### src/rtl/snd_regif_pkg.sv
// Shared constants for the sound register interface: register offsets,
// readback masks, reset values and the valid-register decode.
// Assumes a 6-bit bus offset with control registers below 0x20.
package snd_regif_pkg;

    localparam int NREG = 23;

    localparam logic [4:0] R_SWEEP  = 5'h00;
    localparam logic [4:0] R_LEN1   = 5'h01;
    localparam logic [4:0] R_FLO1   = 5'h03;
    localparam logic [4:0] R_TRG1   = 5'h04;
    localparam logic [4:0] R_GAP0   = 5'h05;
    localparam logic [4:0] R_LEN2   = 5'h06;
    localparam logic [4:0] R_FLO2   = 5'h08;
    localparam logic [4:0] R_TRG2   = 5'h09;
    localparam logic [4:0] R_DAC3   = 5'h0A;
    localparam logic [4:0] R_LEN3   = 5'h0B;
    localparam logic [4:0] R_LVL3   = 5'h0C;
    localparam logic [4:0] R_FLO3   = 5'h0D;
    localparam logic [4:0] R_TRG3   = 5'h0E;
    localparam logic [4:0] R_GAP1   = 5'h0F;
    localparam logic [4:0] R_LEN4   = 5'h10;
    localparam logic [4:0] R_TRG4   = 5'h13;
    localparam logic [4:0] R_VOL    = 5'h14;
    localparam logic [4:0] R_PAN    = 5'h15;
    localparam logic [4:0] R_MASTER = 5'h16;

    // True for offsets that hold a control register.
    function automatic logic reg_valid(input logic [4:0] i);
        return (i <= R_MASTER) && (i != R_GAP0) && (i != R_GAP1);
    endfunction

    // Bits forced to 1 on readback.
    function automatic logic [7:0] reg_mask(input logic [4:0] i);
        case (i)
            R_SWEEP:                         return 8'h80;
            R_LEN1, R_LEN2:                  return 8'h3F;
            R_FLO1, R_FLO2, R_FLO3:          return 8'hFF;
            R_LEN3, R_LEN4:                  return 8'hFF;
            R_TRG1, R_TRG2, R_TRG3, R_TRG4:  return 8'hBF;
            R_DAC3:                          return 8'h7F;
            R_LVL3:                          return 8'h9F;
            R_MASTER:                        return 8'h70;
            default:                         return 8'h00;
        endcase
    endfunction

    // Stored value after reset.
    function automatic logic [7:0] reg_init(input logic [4:0] i);
        case (i)
            R_SWEEP:  return 8'h80;
            R_LEN1:   return 8'hBF;
            5'h02:    return 8'hF3;
            R_FLO1:   return 8'hF3;
            R_TRG1:   return 8'hBF;
            R_LEN2:   return 8'h3F;
            R_TRG2:   return 8'hBF;
            R_DAC3:   return 8'h7F;
            R_LEN3:   return 8'hFF;
            R_LVL3:   return 8'h9F;
            R_TRG3:   return 8'hBF;
            R_LEN4:   return 8'hFF;
            R_TRG4:   return 8'hBF;
            R_VOL:    return 8'h77;
            R_PAN:    return 8'hF3;
            R_MASTER: return 8'h80;
            default:  return 8'h00;
        endcase
    endfunction

endpackage

### src/rtl/snd_reg_bank.sv
// Control register storage with power gating and write forwarding.
// Decides per write what is stored and what is sent to the channel logic.
// Assumes wr_en is asserted only for offsets below 0x20.
module snd_reg_bank
    import snd_regif_pkg::*;
(
    input  logic                  clk,
    input  logic                  rst_n,
    input  logic                  style_new,
    input  logic                  wr_en,
    input  logic [4:0]            wr_idx,
    input  logic [7:0]            wr_val,
    output logic [NREG-1:0][7:0]  regs,
    output logic                  power_on,
    output logic                  fw_stb,
    output logic [4:0]            fw_idx,
    output logic [7:0]            fw_val
);

    logic       hit;
    logic [7:0] store_val;
    logic       send;
    logic [7:0] send_val;

    assign power_on = regs[R_MASTER][7];

    // Gating decision for the current write.
    always_comb begin
        hit       = wr_en && reg_valid(wr_idx);
        store_val = 8'h00;
        send      = 1'b0;
        send_val  = wr_val;
        if (wr_idx == R_MASTER) begin
            store_val = {wr_val[7], 7'b0};
            send      = 1'b1;
        end else if (power_on ||
                     (!style_new && (wr_idx == R_LEN3 || wr_idx == R_LEN4))) begin
            store_val = wr_val;
            send      = 1'b1;
        end else if (!style_new && (wr_idx == R_LEN1 || wr_idx == R_LEN2)) begin
            send      = 1'b1;
            send_val  = wr_val & 8'h3F;
        end
    end

    // One storage byte per register offset.
    for (genvar g = 0; g < NREG; g++) begin : g_reg
        localparam logic [4:0] IDX = 5'(g);
        always_ff @(posedge clk) begin
            if (!rst_n)
                regs[g] <= reg_init(IDX);
            else if (hit && wr_idx == IDX)
                regs[g] <= store_val;
        end
    end

    // Registered strobe toward the channel logic.
    always_ff @(posedge clk) begin
        if (!rst_n) begin
            fw_stb <= 1'b0;
            fw_idx <= '0;
            fw_val <= '0;
        end else begin
            fw_stb <= hit && send;
            if (hit && send) begin
                fw_idx <= wr_idx;
                fw_val <= send_val;
            end
        end
    end

endmodule

### src/rtl/snd_wave_ram.sv
// Waveform byte store with playback-aware access redirection.
// Assumes pos counts samples, two samples per byte.
module snd_wave_ram #(
    parameter int WAVE_BYTES = 16,
    localparam int WA_W  = $clog2(WAVE_BYTES),
    localparam int POS_W = WA_W + 1
) (
    input  logic              clk,
    input  logic              rst_n,
    input  logic              style_new,
    input  logic              wr_en,
    input  logic [WA_W-1:0]   addr,
    input  logic [7:0]        wdata,
    input  logic              playing,
    input  logic [POS_W-1:0]  pos,
    input  logic              readable,
    output logic [7:0]        rdata
);

    logic [7:0]      ram [WAVE_BYTES];
    logic [WA_W-1:0] pos_byte;
    logic            wr_ok;
    logic [WA_W-1:0] wr_at;

    assign pos_byte = pos[POS_W-1:1];

    // Choose where a write lands, if anywhere.
    always_comb begin
        wr_ok = 1'b1;
        wr_at = addr;
        if (playing && !style_new) begin
            wr_ok = readable;
            wr_at = pos_byte;
        end
    end

    // Byte storage, cleared on reset.
    always_ff @(posedge clk) begin
        if (!rst_n) begin
            for (int i = 0; i < WAVE_BYTES; i++) ram[i] <= 8'h00;
        end else if (wr_en && wr_ok) begin
            ram[wr_at] <= wdata;
        end
    end

    // Read path with playback redirection.
    always_comb begin
        if (!playing)
            rdata = ram[addr];
        else if (readable || style_new)
            rdata = ram[pos_byte];
        else
            rdata = 8'hFF;
    end

endmodule

### src/rtl/snd_read_mux.sv
// Readback selection: masked registers, master status, waveform, unused.
// Purely combinational; the top registers its result.
module snd_read_mux
    import snd_regif_pkg::*;
(
    input  logic [5:0]            addr,
    input  logic [NREG-1:0][7:0]  regs,
    input  logic [7:0]            wave_rdata,
    input  logic [3:0]            ch_active,
    output logic [7:0]            data
);

    logic [4:0] idx;
    assign idx = addr[4:0];

    // Pick the byte for the addressed offset.
    always_comb begin
        data = 8'hFF;
        if (addr[5:4] == 2'b10)
            data = wave_rdata;
        else if (!addr[5] && reg_valid(idx)) begin
            if (idx == R_MASTER)
                data = {regs[R_MASTER][7], 3'b111, ch_active};
            else
                data = regs[idx] | reg_mask(idx);
        end
    end

endmodule

### src/rtl/snd_regif.sv
// Top of the sound register interface: address decode, register bank,
// waveform store and registered read port.
// Assumes at most one of bus_wr / bus_rd per cycle.
module snd_regif #(
    parameter int WAVE_BYTES = 16,
    localparam int WA_W  = $clog2(WAVE_BYTES),
    localparam int POS_W = WA_W + 1
) (
    input  logic              clk,
    input  logic              rst_n,
    input  logic              style_new,
    input  logic [5:0]        bus_addr,
    input  logic              bus_wr,
    input  logic              bus_rd,
    input  logic [7:0]        bus_wdata,
    output logic [7:0]        rd_data,
    input  logic [3:0]        ch_active,
    input  logic              ch3_playing,
    input  logic [POS_W-1:0]  ch3_pos,
    input  logic              ch3_readable,
    output logic              fw_stb,
    output logic [4:0]        fw_idx,
    output logic [7:0]        fw_val
);
    import snd_regif_pkg::*;

    logic [NREG-1:0][7:0] regs;
    logic                 power_on;
    logic                 wave_sel;
    logic [7:0]           wave_rdata;
    logic [7:0]           mux_data;

    assign wave_sel = (bus_addr[5:4] == 2'b10);

    snd_reg_bank u_bank (
        .clk       (clk),
        .rst_n     (rst_n),
        .style_new (style_new),
        .wr_en     (bus_wr && !bus_addr[5]),
        .wr_idx    (bus_addr[4:0]),
        .wr_val    (bus_wdata),
        .regs      (regs),
        .power_on  (power_on),
        .fw_stb    (fw_stb),
        .fw_idx    (fw_idx),
        .fw_val    (fw_val)
    );

    snd_wave_ram #(.WAVE_BYTES(WAVE_BYTES)) u_wave (
        .clk       (clk),
        .rst_n     (rst_n),
        .style_new (style_new),
        .wr_en     (bus_wr && wave_sel),
        .addr      (bus_addr[WA_W-1:0]),
        .wdata     (bus_wdata),
        .playing   (ch3_playing),
        .pos       (ch3_pos),
        .readable  (ch3_readable),
        .rdata     (wave_rdata)
    );

    snd_read_mux u_mux (
        .addr       (bus_addr),
        .regs       (regs),
        .wave_rdata (wave_rdata),
        .ch_active  (ch_active),
        .data       (mux_data)
    );

    // Registered read data, held between reads.
    always_ff @(posedge clk) begin
        if (!rst_n)
            rd_data <= 8'h00;
        else if (bus_rd)
            rd_data <= mux_data;
    end

endmodule

### config.mk
export PLATFORM = sky130hd
export DESIGN_NAME = snd_regif
export DESIGN_NICKNAME = d
export VERILOG_FILES = /design/src/rtl/snd_regif_pkg.sv /design/src/rtl/snd_reg_bank.sv /design/src/rtl/snd_wave_ram.sv /design/src/rtl/snd_read_mux.sv /design/src/rtl/snd_regif.sv
export SDC_FILE = /design/constraint.sdc
export NUM_CORES = 1
export LEC_CHECK = 0
export CAP_MARGIN = 20
export CORE_MARGIN = 2
export CORE_UTILIZATION = 60
export CTS_BUF_LIST = sky130_fd_sc_hd__clkbuf_8
export CTS_CLUSTER_DIAMETER = 100
export DETAILED_ROUTE_END_ITERATION = 10
export DONT_BUFFER_PORTS = 1
export HOLD_SLACK_MARGIN = 0.02
export PLACE_DENSITY = 0.78
export SLEW_MARGIN = 5
export SYNTH_ARGS = -nofsm -noshare
export SYNTH_HDL_FRONTEND = slang
export SYNTH_HIERARCHICAL = 1
export SYNTH_SLANG_ARGS = --single-unit
export TNS_END_PERCENT = 1
### constraint.sdc
create_clock -name clk -period 2.6 [get_ports clk]
set_input_delay 0.52 -clock clk [delete_from_list [all_inputs] [get_ports clk]]
set_output_delay 0.52 -clock clk [all_outputs]
set_load 0.05 [all_outputs]
# After elaboration in Yosys (flattened, before gate mapping)
# Memory sizes are Yosys's and may differ from the RTL's.
# Index checks and enable logic that the tools add are counted.
[word_totals] regBits=206 mem_bits_rw=128 romBits=256 wordCells=126 memories=2
[classes] order_cmp=2 eq_ne=25 n_mux=27 n_bitwise=1 n_reduce_logical=42
[memory_table] name="(no name shown)" words=32 word_bits=8 read_ports=1 rd_clocked_by_memory_dff=0 write_ports=0 line_no="snd_regif_pkg.sv:35" rtl="case (i)"
[memory_table] name="u_wave.ram" words=16 word_bits=8 read_ports=2 rd_clocked_by_memory_dff=0 write_ports=16 line_no="snd_wave_ram.sv:20" rtl="logic [7:0] ram [WAVE_BYTES];"
[op_table] cell="two-way mux 8 bit" n=15
[op_table] cell="binary-select mux 8 bit (select 5 bit)" n=1
[op_table] cell="== test 5 x 4 -> 1 bit (second input constant)" n=8
[op_table] cell="== test 5 bit (second input constant)" n=7
[op_table] cell="logical AND 1 bit" n=34
[op_table] cell="== test 5 x 3 -> 1 bit (second input constant)" n=4
[op_table] cell="== test 5 x 2 -> 1 bit (second input constant)" n=2
[op_table] cell="two-way mux 1 bit" n=9
[op_table] cell="two-way mux 4 bit" n=2
[op_table] cell="bitwise OR 8 bit" n=1
[op_table] cell="OR reduction 8 bit" n=1
[op_table] cell="less-than comparator 5 x 6 -> 1 bit (second input constant)" n=1
[op_table] cell="== test 5 x 1 -> 1 bit (second input constant)" n=1
[op_table] cell="<= comparator 5 bit (second input constant)" n=1
[op_table] cell="zero test 5 bit" n=1
[op_table] cell="!= test 5 x 3 -> 1 bit (second input constant)" n=1
[op_table] cell="!= test 5 x 4 -> 1 bit (second input constant)" n=1
[op_table] cell="logical OR 1 bit" n=4
[op_table] cell="== test 2 bit (second input constant)" n=1
[op_table] cell="zero test 1 bit" n=2

# Logic depth before layout (Yosys ltp)
[logic_depth] ltp_word=10 ltp_mapped=13 ltp_nobuf=9

# Modules after synthesis
# The synthesis kept the hierarchy.
[modules_own_cells] mod="snd_wave_ram" n_inst=1 cells_per_inst=526 area_each_um2=7234.4 seq_area_each_um2=3843.7
[modules_own_cells] mod="snd_reg_bank" n_inst=1 cells_per_inst=729 area_each_um2=7046.8 seq_area_each_um2=3963.8
[modules_own_cells] mod="snd_read_mux" n_inst=1 cells_per_inst=203 area_each_um2=1934.4 seq_area_each_um2=0.0
[modules_own_cells] mod="snd_regif" n_inst=1 cells_per_inst=28 area_each_um2=315.3 seq_area_each_um2=160.2

# Least setup slack after synthesis
# No wires, ideal clock.
[synth_timing] kind="input to register" from="input port bus_addr[0]" to="register rd_data[1]" arrival_time_ps=2399 required_ps=2483 setup_slack_ps=84 cell_stages=13 n_path_buf=4 path_cell_list="buf_6 > buf_12 > buf_6 > buf_4 > inv_1 > ha_1 > and3b_1 > o21ai_0 > o311ai_0 > a211oi_1 > a31oi_1 > mux2i_1 > nor2b_1"
[synth_via] elab_chain_cells=8 elab_cells_between_ends=19
[synth_rtl] item="from (decl)" line_no="snd_regif.sv:12" rtl="input logic [5:0] bus_addr,"
[synth_rtl] item="memory read (32 x 8 bit)"
[synth_rtl] item="two-way mux 8 bit" line_no="snd_read_mux.sv:22" rtl="if (idx == R_MASTER)"
[synth_rtl] item="two-way mux 8 bit" line_no="snd_read_mux.sv:21" rtl="else if (!addr[5] && reg_valid(idx)) begin"
[synth_rtl] item="two-way mux 8 bit" line_no="snd_read_mux.sv:19" rtl="if (addr[5:4] == 2'b10)"
[synth_rtl] item="bitwise OR 8 bit" line_no="snd_read_mux.sv:25" rtl="data = regs[idx] | reg_mask(idx);"
[synth_rtl] item="two-way mux 8 bit" line_no="snd_read_mux.sv:22"
[synth_rtl] item="two-way mux 8 bit" line_no="snd_read_mux.sv:21"
[synth_rtl] item="two-way mux 8 bit (*)" line_no="snd_read_mux.sv:19"
[synth_rtl] item="via mux_data[1]" line_no="snd_regif.sv:31" rtl="logic [7:0] mux_data;"
[synth_rtl] item="to (signal assigned)" line_no="snd_regif.sv:75" rtl="rd_data <= mux_data;"
[synth_rtl] item="to (decl)" line_no="snd_regif.sv:16" rtl="output logic [7:0] rd_data,"
# Mark *: on every way through the listed nets, which the timed path passes. The rest lies on a longest branch. The select of a mux whose other input is x is not followed.
# A chain may end at the register's enable or synchronous reset.

==> run_summary.xml <==
<?xml version="1.0" encoding="UTF-8"?>
<metrics>
  <group name="global_routing">
    <metric name="pin_count_of_the_biggest_net_entering_global_routing" unit="">158</metric>
    <metric name="track_usage" unit="%">29.9</metric>
    <metric name="antenna_violations_before_repair" unit="">0</metric>
    <metric name="grt_pass1_vias" unit="">11617</metric>
    <metric name="grt-ovfl-total" unit="">0</metric>
    <metric name="grt_pass1_wl" unit="um">65600</metric>
  </group>
  <group name="yosys">
    <metric name="synthesized_net_count" unit="">1498</metric>
    <metric name="syn-cell-area" unit="um2">16300</metric>
    <metric name="avgSynthCellArea" unit="um2">11.1</metric>
    <metric name="total_number_of_yosys_warnings" unit="">6</metric>
    <metric name="syn_inst" unit="">1463</metric>
  </group>
  <group name="worst_setup_path">
    <metric name="critical_path_class" unit="">flip-flop to flip-flop</metric>
    <metric name="critPathMaxFanout" unit="">2</metric>
    <metric name="worst_ep_required_time" unit="ns">3.09</metric>
    <metric name="critPathCaptureType" unit="">flip-flop</metric>
    <metric name="worst_ep_arrival_time" unit="ns">2.59</metric>
    <metric name="crit_slowest_cell" unit="">mux4_2</metric>
    <metric name="path_cells" unit="">mux4_2 -&gt; a221oi_1 -&gt; a32oi_1 -&gt; o2bb2ai_1 -&gt; a311oi_1 -&gt; mux2i_1 -&gt; nor2b_1</metric>
    <metric name="start_kind" unit="">flip-flop</metric>
    <metric name="critPathMaxStageDelay" unit="ns">0.50</metric>
  </group>
  <group name="routing">
    <metric name="via_count" unit="">11759</metric>
    <metric name="finalWirelength" unit="um">42400</metric>
    <metric name="route.detailed.vias_per_inst" unit="">6.38</metric>
    <metric name="post_drt_wl_per_cell" unit="um">23.0</metric>
    <metric name="dr.pass1.iters" unit="">6</metric>
    <metric name="post-route-drc-count" unit="">0</metric>
    <metric name="initial_drc_count" unit="">1182</metric>
    <metric name="route.antenna.remaining_nets" unit="">0</metric>
  </group>
  <group name="clock_tree">
    <metric name="h_tree_levels" unit="">2</metric>
    <metric name="cts_inserted_buffers" unit="">52</metric>
    <metric name="clk_root_buffer_cell" unit="">clkbuf_8</metric>
    <metric name="clock_latency" unit="ns">0.60</metric>
    <metric name="cts_buffer_depth" unit="">3</metric>
    <metric name="cts.clk_slew.worst_paths" unit="ns">0.06</metric>
    <metric name="postCtsHoldBufs" unit="">0</metric>
    <metric name="clock-sinks" unit="">326</metric>
    <metric name="post-cts-setup-buffer-count" unit="">0</metric>
    <metric name="post_cts_resized" unit="">0</metric>
    <metric name="tritoncts" unit="">built</metric>
  </group>
  <group name="final_layout">
    <metric name="design.final.nets" unit="">1496</metric>
    <metric name="final_cell_count_no_fill" unit="">1842</metric>
    <metric name="post_route_cells_drive_above_1_share" unit="%">15.4</metric>
    <metric name="regArea" unit="um2">7810</metric>
    <metric name="final_core_util" unit="%">65.6</metric>
    <metric name="syn_to_final_growth" unit="%">8.05</metric>
    <metric name="final.fill_count" unit="">2061</metric>
    <metric name="antenna-diode-count" unit="">0</metric>
    <metric name="design_area" unit="um2">17600</metric>
    <metric name="multi_input_gate_area" unit="um2">7830</metric>
  </group>
  <group name="timing">
    <metric name="final_period_minus_worst_setup_slack" unit="ns">2.10</metric>
    <metric name="setup_repair_after_global_routing_missed_its_margin" unit="">no</metric>
    <metric name="maxClockFrequency" unit="GHz">0.477</metric>
    <metric name="finalHoldViolCount" unit="">0</metric>
    <metric name="worst_slack" unit="ns">0.504</metric>
    <metric name="final-max-slew-violation-count" unit="">0</metric>
    <metric name="fin_worst_hold_slack" unit="ns">0.0901</metric>
    <metric name="relSlewSlack" unit="%">28.5</metric>
    <metric name="setup_tns" unit="ns">0</metric>
    <metric name="final.period_utilization" unit="%">80.6</metric>
    <metric name="worst_slew_pin_slew" unit="ns">1.07</metric>
    <metric name="fin_skew" unit="ns">0.0354</metric>
    <metric name="finalSetupViolCount" unit="">0</metric>
  </group>
  <group name="placement">
    <metric name="detailed_place.area" unit="um2">16600</metric>
    <metric name="detailed_place_hpwl" unit="um">28100</metric>
    <metric name="worst_slack_after_detailed_placement" unit="ns">0.150</metric>
    <metric name="gp_congestion" unit="">0.893</metric>
    <metric name="buffer_ports.inserted" unit="">0</metric>
    <metric name="placed_instances" unit="">1748</metric>
  </group>
  <group name="power_and_ir_drop">
    <metric name="p_switching" unit="mW">2.62</metric>
    <metric name="totalPowerFinal" unit="mW">10.8</metric>
    <metric name="p_leak" unit="nW">7.16</metric>
    <metric name="swShare" unit="%">24.2</metric>
    <metric name="max-vdd-ir-drop" unit="mV">0.444</metric>
    <metric name="share_comb_of_total_power" unit="%">8.0</metric>
    <metric name="cellInternalPower" unit="mW">8.20</metric>
    <metric name="clock_power_share" unit="%">40.1</metric>
    <metric name="power.sequential.fraction" unit="%">52.0</metric>
    <metric name="power_density" unit="nW/um2">615</metric>
  </group>
  <group name="floorplan">
    <metric name="die-width" unit="um">169</metric>
    <metric name="core-area" unit="um2">26800</metric>
    <metric name="placementRows" unit="">60</metric>
    <metric name="pin_count" unit="">52</metric>
    <metric name="die_area" unit="um2">28500</metric>
    <metric name="dieHeight" unit="um">169</metric>
    <metric name="initial_utilization" unit="%">60.7</metric>
  </group>
  <group name="job">
    <metric name="max_cap_viol_count" unit="">0</metric>
  </group>
  <group name="hold_path">
    <metric name="hold_path_class" unit="">input port to flip-flop</metric>
  </group>
  <group name="outcome">
    <metric name="run_status" unit="">finished, final reports clean</metric>
  </group>
</metrics>
## registers in the layout (all words and copies together), names as in the netlist
register and cells:
u_bank/fw_val 8, u_bank/regs 175, rd_data 8, u_bank/power_on 1, u_bank/fw_stb 1, u_bank/fw_idx 5
u_wave/ram 128
## placed cells by master (no fill, tap or decap), types with 3 or more instances in the layout
cell	instances
a2111oi_0	4
a21oi_1	23
a221oi_1	19
a22o_1	6
a22oi_1	13
a311oi_1	6
a31oi_1	15
a32oi_1	8
and2_1	154
buf_4	58
clkbuf_8	65
clkinv_1	5
clkinv_2	4
dfxtp_1	198
edfxtp_1	128
ha_1	5
inv_1	28
inv_2	3
mux2_2	11
mux2i_1	148
mux4_1	9
mux4_2	61
nand2_1	160
nand2b_1	22
nand3_1	37
nand3b_1	3
nand4_1	3
nor2_1	96
nor2b_1	25
nor3_1	6
nor3_2	16
nor3b_1	3
nor4bb_1	3
o211ai_1	96
o21ai_0	20
## power groups by stage
stage | Combinational (mW) | Clock, mW | Sequential [mW]
global route | 0.912 | 4.61 | 5.63
finish | 0.865 | 4.34 | 5.62
floorplan | 0.775 | 0 | 5.68
detailed placement | 0.847 | 0 | 5.73
global placement | 0.830 | 0 | 5.72
CTS | 0.851 | 4.39 | 5.62
## worst max-delay path: cells and delay by family, from the launching register on
| family | cells | cell delay [ns] |
|---|---|---|
| AOI/OAI and AO/OA | 4 | 0.85 |
| DFF | 1 | 0.44 |
| muxes | 2 | 0.66 |
| and+or+nand+nor | 1 | 0.06 |
## area by class of cell
class                           count  area share, %
Clock inverter                     29          0.825
Multi-Input combinational cell   1010           44.5
Clock buffer                       65           5.09
Inverter                           13          0.277
Sequential cell                   326           44.4
Tap cell                          341           2.43
Timing Repair Buffer               58           2.48
## worst paths after layout
path	startpoint	to	slack, ns	depth (start not counted)
worst max-delay path	u_wave/ram[12][6]$_SDFFCE_PN0P_	rd_data[6]$_SDFFE_PN0P_	0.50	7
worst min-delay path	bus_wdata[3]	u_bank/fw_val[3]$_SDFFE_PN0P_	0.09	2
worst max register to register	u_wave/ram[12][6]$_SDFFCE_PN0P_	rd_data[6]$_SDFFE_PN0P_	0.50	7
worst min register to register	u_bank/regs[123]$_SDFFE_PN0P_	u_bank/regs[123]$_SDFFE_PN0P_	0.46	1
## routing by layer
layer	share of wire [%]	track usage, %	vias up	routed length [um]
li1	-	-	5411	-
met1	39	38.0	5732	16600
met2	48	50.1	495	20500
met3	7.4	4.79	121	3120
met4	5.0	14.5	0	2130
met5	0	0	-	0
Note: power is estimated with default switching activity, not from simulation.
